--- src/rtl/pm_wake_pkg.sv ---
package pm_wake_pkg;
  localparam int REG_W    = 16;
  localparam int PS_LO    = 0;
  localparam int PS_W     = 2;
  localparam int EN_BIT   = 8;
  localparam int STS_BIT  = 15;

  typedef enum logic [1:0] {
    PS_D0    = 2'd0,
    PS_D1    = 2'd1,
    PS_D2    = 2'd2,
    PS_D3HOT = 2'd3
  } pstate_e;

  typedef enum logic [1:0] {
    MODE_NORMAL = 2'd0,
    MODE_WAKE   = 2'd1,
    MODE_SLEEP  = 2'd2
  } pm_mode_e;

  // Mode from power state, wake enable and whether any source is configured.
  function automatic pm_mode_e mode_of(input pstate_e ps, input logic en,
                                       input logic any_cfg);
    pm_mode_e m;
    case (ps)
      PS_D0:    m = MODE_NORMAL;
      PS_D1,
      PS_D2:    m = MODE_WAKE;
      default:  m = (en && any_cfg) ? MODE_WAKE : MODE_SLEEP;
    endcase
    return m;
  endfunction

  // Assemble the register image; unlisted bits stay zero.
  function automatic logic [REG_W-1:0] pack_reg(input pstate_e ps,
                                                input logic en,
                                                input logic sts);
    logic [REG_W-1:0] r;
    r = '0;
    r[PS_LO +: PS_W] = ps;
    r[EN_BIT]        = en;
    r[STS_BIT]       = sts;
    return r;
  endfunction
endpackage

--- src/rtl/pm_evt_qual.sv ---
module pm_evt_qual
  import pm_wake_pkg::*;
#(
  parameter int N_EVT = 4
) (
  input  logic [N_EVT-1:0] wake_evt,
  input  logic [N_EVT-1:0] wake_cfg,
  input  logic             en,
  input  pstate_e          ps,
  output logic             evt_hit,
  output logic             any_cfg
);
  logic [N_EVT-1:0] masked;

  for (genvar i = 0; i < N_EVT; i++) begin : g_mask
    assign masked[i] = wake_evt[i] & wake_cfg[i];
  end

  assign any_cfg = |wake_cfg;
  assign evt_hit = (|masked) && (en || ps == PS_D0);
endmodule

--- src/rtl/pm_csr_regs.sv ---
module pm_csr_regs
  import pm_wake_pkg::*;
(
  input  logic             clk,
  input  logic             rst_n,
  input  logic             cfg_reset,
  input  logic             reg_wr,
  input  logic [REG_W-1:0] reg_wdata,
  input  logic             evt_hit,
  output pstate_e          ps,
  output logic             en,
  output logic             sts,
  output logic             d3_exit
);
  pstate_e ps_wr;
  logic    sts_clr;
  logic    leave_d3;
  logic [REG_W-1:0] unused_wdata;

  assign ps_wr    = pstate_e'(reg_wdata[PS_LO +: PS_W]);
  assign sts_clr  = reg_wr && reg_wdata[STS_BIT];
  assign leave_d3 = reg_wr && (ps == PS_D3HOT) && (ps_wr != PS_D3HOT);
  assign unused_wdata = reg_wdata;

  always_ff @(posedge clk or negedge rst_n) begin
    if (!rst_n) begin
      ps      <= PS_D0;
      en      <= 1'b0;
      sts     <= 1'b0;
      d3_exit <= 1'b0;
    end else begin
      d3_exit <= leave_d3 && !cfg_reset;
      if (cfg_reset)   ps <= PS_D0;
      else if (reg_wr) ps <= ps_wr;
      if (reg_wr)      en <= reg_wdata[EN_BIT];
      if (evt_hit)     sts <= 1'b1;
      else if (sts_clr) sts <= 1'b0;
    end
  end
endmodule

--- src/rtl/pm_mode_decode.sv ---
module pm_mode_decode
  import pm_wake_pkg::*;
(
  input  pstate_e    ps,
  input  logic       en,
  input  logic       sts,
  input  logic       any_cfg,
  output logic [1:0] mode,
  output logic       phy_on,
  output logic       wake_filter_en,
  output logic       dma_allow,
  output logic       irq_allow,
  output logic       pme_n
);
  pm_mode_e m;

  always_comb begin
    m              = mode_of(ps, en, any_cfg);
    mode           = m;
    phy_on         = (m != MODE_SLEEP);
    wake_filter_en = en;
    dma_allow      = (ps == PS_D0);
    irq_allow      = (ps == PS_D0);
    pme_n          = !(en && sts);
  end
endmodule

--- src/rtl/pm_wake_ctrl.sv ---
module pm_wake_ctrl
  import pm_wake_pkg::*;
#(
  parameter int N_EVT = 4
) (
  input  logic             clk,
  input  logic             rst_n,
  input  logic             cfg_reset,
  input  logic             reg_wr,
  input  logic [15:0]      reg_wdata,
  output logic [15:0]      reg_rdata,
  input  logic [N_EVT-1:0] wake_evt,
  input  logic [N_EVT-1:0] wake_cfg,
  output logic             pme_n,
  output logic             cfg_reinit,
  output logic [1:0]       mode,
  output logic             phy_on,
  output logic             wake_filter_en,
  output logic             dma_allow,
  output logic             irq_allow
);
  pstate_e ps_q;
  logic    en_q;
  logic    sts_q;
  logic    evt_hit;
  logic    any_cfg;

  pm_evt_qual #(.N_EVT(N_EVT)) u_qual (
    .wake_evt (wake_evt),
    .wake_cfg (wake_cfg),
    .en       (en_q),
    .ps       (ps_q),
    .evt_hit  (evt_hit),
    .any_cfg  (any_cfg)
  );

  pm_csr_regs u_regs (
    .clk       (clk),
    .rst_n     (rst_n),
    .cfg_reset (cfg_reset),
    .reg_wr    (reg_wr),
    .reg_wdata (reg_wdata),
    .evt_hit   (evt_hit),
    .ps        (ps_q),
    .en        (en_q),
    .sts       (sts_q),
    .d3_exit   (cfg_reinit)
  );

  pm_mode_decode u_dec (
    .ps             (ps_q),
    .en             (en_q),
    .sts            (sts_q),
    .any_cfg        (any_cfg),
    .mode           (mode),
    .phy_on         (phy_on),
    .wake_filter_en (wake_filter_en),
    .dma_allow      (dma_allow),
    .irq_allow      (irq_allow),
    .pme_n          (pme_n)
  );

  assign reg_rdata = pack_reg(ps_q, en_q, sts_q);
endmodule

--- config.mk ---
export PLATFORM = sky130hd
export DESIGN_NAME = pm_wake_ctrl
export DESIGN_NICKNAME = d
export VERILOG_FILES = /design/src/rtl/pm_wake_pkg.sv /design/src/rtl/pm_evt_qual.sv /design/src/rtl/pm_csr_regs.sv /design/src/rtl/pm_mode_decode.sv /design/src/rtl/pm_wake_ctrl.sv
export SDC_FILE = /design/constraint.sdc
export NUM_CORES = 1
export LEC_CHECK = 0
export ABC_AREA = 1
export BUFFER_PORTS_ARGS = -buffer_cell sky130_fd_sc_hd__buf_2
export CORE_MARGIN = 2
export CORE_UTILIZATION = 33
export CTS_CLUSTER_DIAMETER = 100
export DETAILED_ROUTE_END_ITERATION = 12
export PLACE_DENSITY = 0.81
export SLEW_MARGIN = 25
export SYNTH_ARGS = -nofsm -noshare
export SYNTH_HDL_FRONTEND = slang
export SYNTH_SLANG_ARGS = --single-unit
--- constraint.sdc ---
create_clock -name clk -period 1.6 [get_ports clk]
set_input_delay 0.08 -clock clk [delete_from_list [all_inputs] [get_ports clk]]
set_output_delay 0.08 -clock clk [all_outputs]
set_load 0.005 [all_outputs]
==> summary.txt <==
Run status
  – Status: finished clean

Power
  – Flop pwr share: 0.384
  – PwrDens: 686.6 mW/mm^2
  – Psw: slightly above 100 uW
  – Switch share: 0.2773
  – Internal Dissipation: 270.7 uW
  – Clock power share: 0.388
  – Comb pwr share: 0.228
  – Total Power: 374.5 uW
  – Pleak: ~0.34 nW
  – VDD IR-drop max: 0.0004513 V

Drt
  – DRT Pass-1 Iters: 4
  – 1st-iter DRT viols: 3
  – Vias: 409
  – Post-DR wirelength/cell: 7.832 microns
  – Post-DRT Antenna Nets: 0
  – Final wirelength: 791 microns
  – Residual DRC count: 0
  – Via density: 4.050

Placed design
  – DP HPWL: between 600 and 700 microns
  – GPL Wtd Cong: 0.7054
  – IO Port Bufs: 27
  – Pre-CTS WS: about 0.45 ns
  – Post-DP Area: 509.2 sq um

Critical path
  – Reg-to-reg slack, setup: about 0.45 ns
  – CP arrival: about 1.2 ns
  – RR Endpoint: u_regs.sts
  – Cell with the largest stage delay on the worst path: dfrtp_1
  – Reg2reg start: u_regs.ps[0]
  – Startpoint type of the worst setup path: register
  – CP Capture Type: primary output
  – Crit path max-delay family: flip-flops
  – Worst EP required: 1.52 ns
  – Setup Crit Path Kind: register to primary output
  – Most frequent CP cell: nand2_1
  – Buffers & Inverters on Critical Path: 2
  – CP Max Fanout: 4
  – R2R depth: 5
  – Max incr delay on CP: 0.39 ns
  – Crit path cell chain: inv_1 -> ha_1 -> nand2_1 -> nand2_1 -> buf_2

Clock tree
  – Sink Count: 5
  – CTS tree: yes
  – H-tree depth: 1
  – Post-CTS Resized: 0
  – Clock transition at path regs: about 0.04 ns
  – Cts bufs inserted: 3
  – Clock root cell: clkbuf_4
  – Clock buffer depth: 2
  – Clock Latency Late Sink: 0.24 ns

STA
  – Endpoints failing setup: 0
  – Final hold viol count: 0
  – RSZ-0062 raised after global routing: false
  – Fmax: a little under 800 MHz
  – Final Worst Setup Slack: ~0.3 ns
  – Worst Skew: 0.0005783 ns
  – Tcrit/Tclk final: 0.8123
  – Final Critical Period: 1.300 ns
  – Setup TNS: 0 ns
  – Max-slew violations: 0

Synth
  – Flops & latches, synth: 5
  – Syn avg cell area: about 7.3 sq um
  – Mapped cell area: 427.9 sq um
  – Unique masters post-synth: 12
  – Yosys warning count: 0
  – Mapped Cells: 59
  – Post-synthesis sequential area ratio: 0.2924

Worst hold path
  – Hold Path End: u_regs.d3_exit
  – HP Start: reg_wdata[0]
  – Worst min path class: primary input to register
  – Worst Hold Depth: 2

GRT
  – Overflow after GRT: 0
  – Total GRT Usage: 0.1289
  – First-pass GRT wire length: 1.228 mm
  – Largest net degree at the start of global routing: 8
  – Vias in the first global route: 341
  – Initial antenna violation count: 0

Floorplan
  – Die X: 40.01 microns
  – IO Pins: 52
  – Core area: 0.001156 sq mm
  – Row count: 12
  – Starting Density: 0.3701
  – Die area: 0.001601 sq mm
  – Die Height: roughly 40 microns

Layout
  – Layout area overhead: 27.49%
  – Antenna diodes: 0
  – Filler cells: approximately 140
  – Area of the multi-input gates: 209.0 sq um
  – Fin util: 0.4719
  – Layout cells sized above 1: 0.3563
  – Fin area: 545.5 sq um
  – FF/Latch Area: 125.1 sq um
  – Final #Nets: 119

Flow run
  – Max-cap violations: 0
[area by class of cell]
class	instances	share of cell area
Timing Repair Buffer	28	0.2661
Clock buffer	4	0.04817
Inverter	6	0.04128
Tap cell	14	0.03211
Sequential cell	5	0.2294
Multi-Input combinational cell	44	0.3830
[worst register-to-register path, cell delays in order (launching register included)]
cell	delay [ns]
dfrtp_1	0.39
inv_1	0.08
ha_1	0.22
or2_1	0.23
o21ai_1	0.07
nand2_1	0.05
[stage by stage]
| stage | std cells | hold slack (ns) |
|---|---|---|
| after floorplan | 70 | -0.2156 |
| after global placement | 96 | -0.1032 |
| after detailed placement | 96 | -0.1028 |
| after CTS | 101 | 0.02608 |
| after global routing | 101 | 0.02472 |
| final | 101 | 0.03685 |
[Yosys cell counts]
| master | instances | share of area |
|---|---|---|
| ha_1 | 3 | 0.088 |
| conb_1 | 1 | 0.0088 |
| buf_4 | 15 | 0.26 |
| nor2_1 | 2 | 0.018 |
| nand3_1 | 4 | 0.047 |
| o21ai_1 | 3 | 0.035 |
| inv_1 | 6 | 0.053 |
| dfrtp_1 | 5 | 0.29 |
| a21oi_2 | 1 | 0.020 |
| nand2_1 | 17 | 0.15 |
| a21oi_1 | 1 | 0.012 |
| or2_1 | 1 | 0.015 |
[flip-flops by register name, indices dropped and copies added (netlist names)]
signal	cells
u_regs.ps	2
u_regs.d3_exit	1
u_regs.en	1
u_regs.sts	1
[placed cells by master, fill, tap and decap left out, types with 2 or more instances in the layout]
cell type,netlist,layout
buf_2,0,27
clkbuf_4,0,3
conb_1,1,12
dfrtp_1,5,5
ha_1,3,3
inv_1,6,6
nand2_1,17,17
nand3_1,4,4
nor2_1,2,2
o21ai_1,3,3
[metal layers]
metal	wire length, microns	GRT usage	part of all wire
met1	299	0.1195	0.38
met2	381	0.1935	0.48
met3	110	0.1056	0.14
met4	0	0.07759	0
met5	0	0	0
[how the worst max path moves through the flow]
stage,from,cells past startpoint,to
after floorplan,u_regs.ps[0],5,u_regs.sts
after global placement,u_regs.ps[0],5,u_regs.sts
after detailed placement,u_regs.ps[0],5,u_regs.sts
after CTS,u_regs.ps[0],5,mode[0]
after global routing,u_regs.ps[0],5,mode[0]
final,u_regs.ps[0],5,mode[0]
[cells by family (layout without fill, tap and decap cells)]
family / after synthesis / in the layout / share of synthesized area
AO/OA/AOI/OAI: 5 / 5 / 0.06723
adder cells (fa/ha/maj): 3 / 3 / 0.08773
buffers and inverters: 21 / 38 / 0.3158
flip-flops: 5 / 5 / 0.2924
other: 1 / 12 / 0.008764
AND/OR/NAND/NOR: 24 / 24 / 0.2281
[power by group through the flow]
| stage | clock network, mW | registers, mW | logic, mW |
|---|---|---|---|
| after floorplan | 0 | 0.145 | 0.0680 |
| after global placement | 0 | 0.145 | 0.0828 |
| after detailed placement | 0 | 0.146 | 0.0843 |
| after CTS | 0.152 | 0.144 | 0.0865 |
| after global routing | 0.171 | 0.145 | 0.0995 |
| final | 0.145 | 0.144 | 0.0855 |
[timing repair]
item,4_1_cts,5_1_grt
setup buffers,0,0
hold buffers,1,0
setup endpoints to repair,0,0
hold endpoints to repair,5,0
Power figures use the tool's default switching activity.
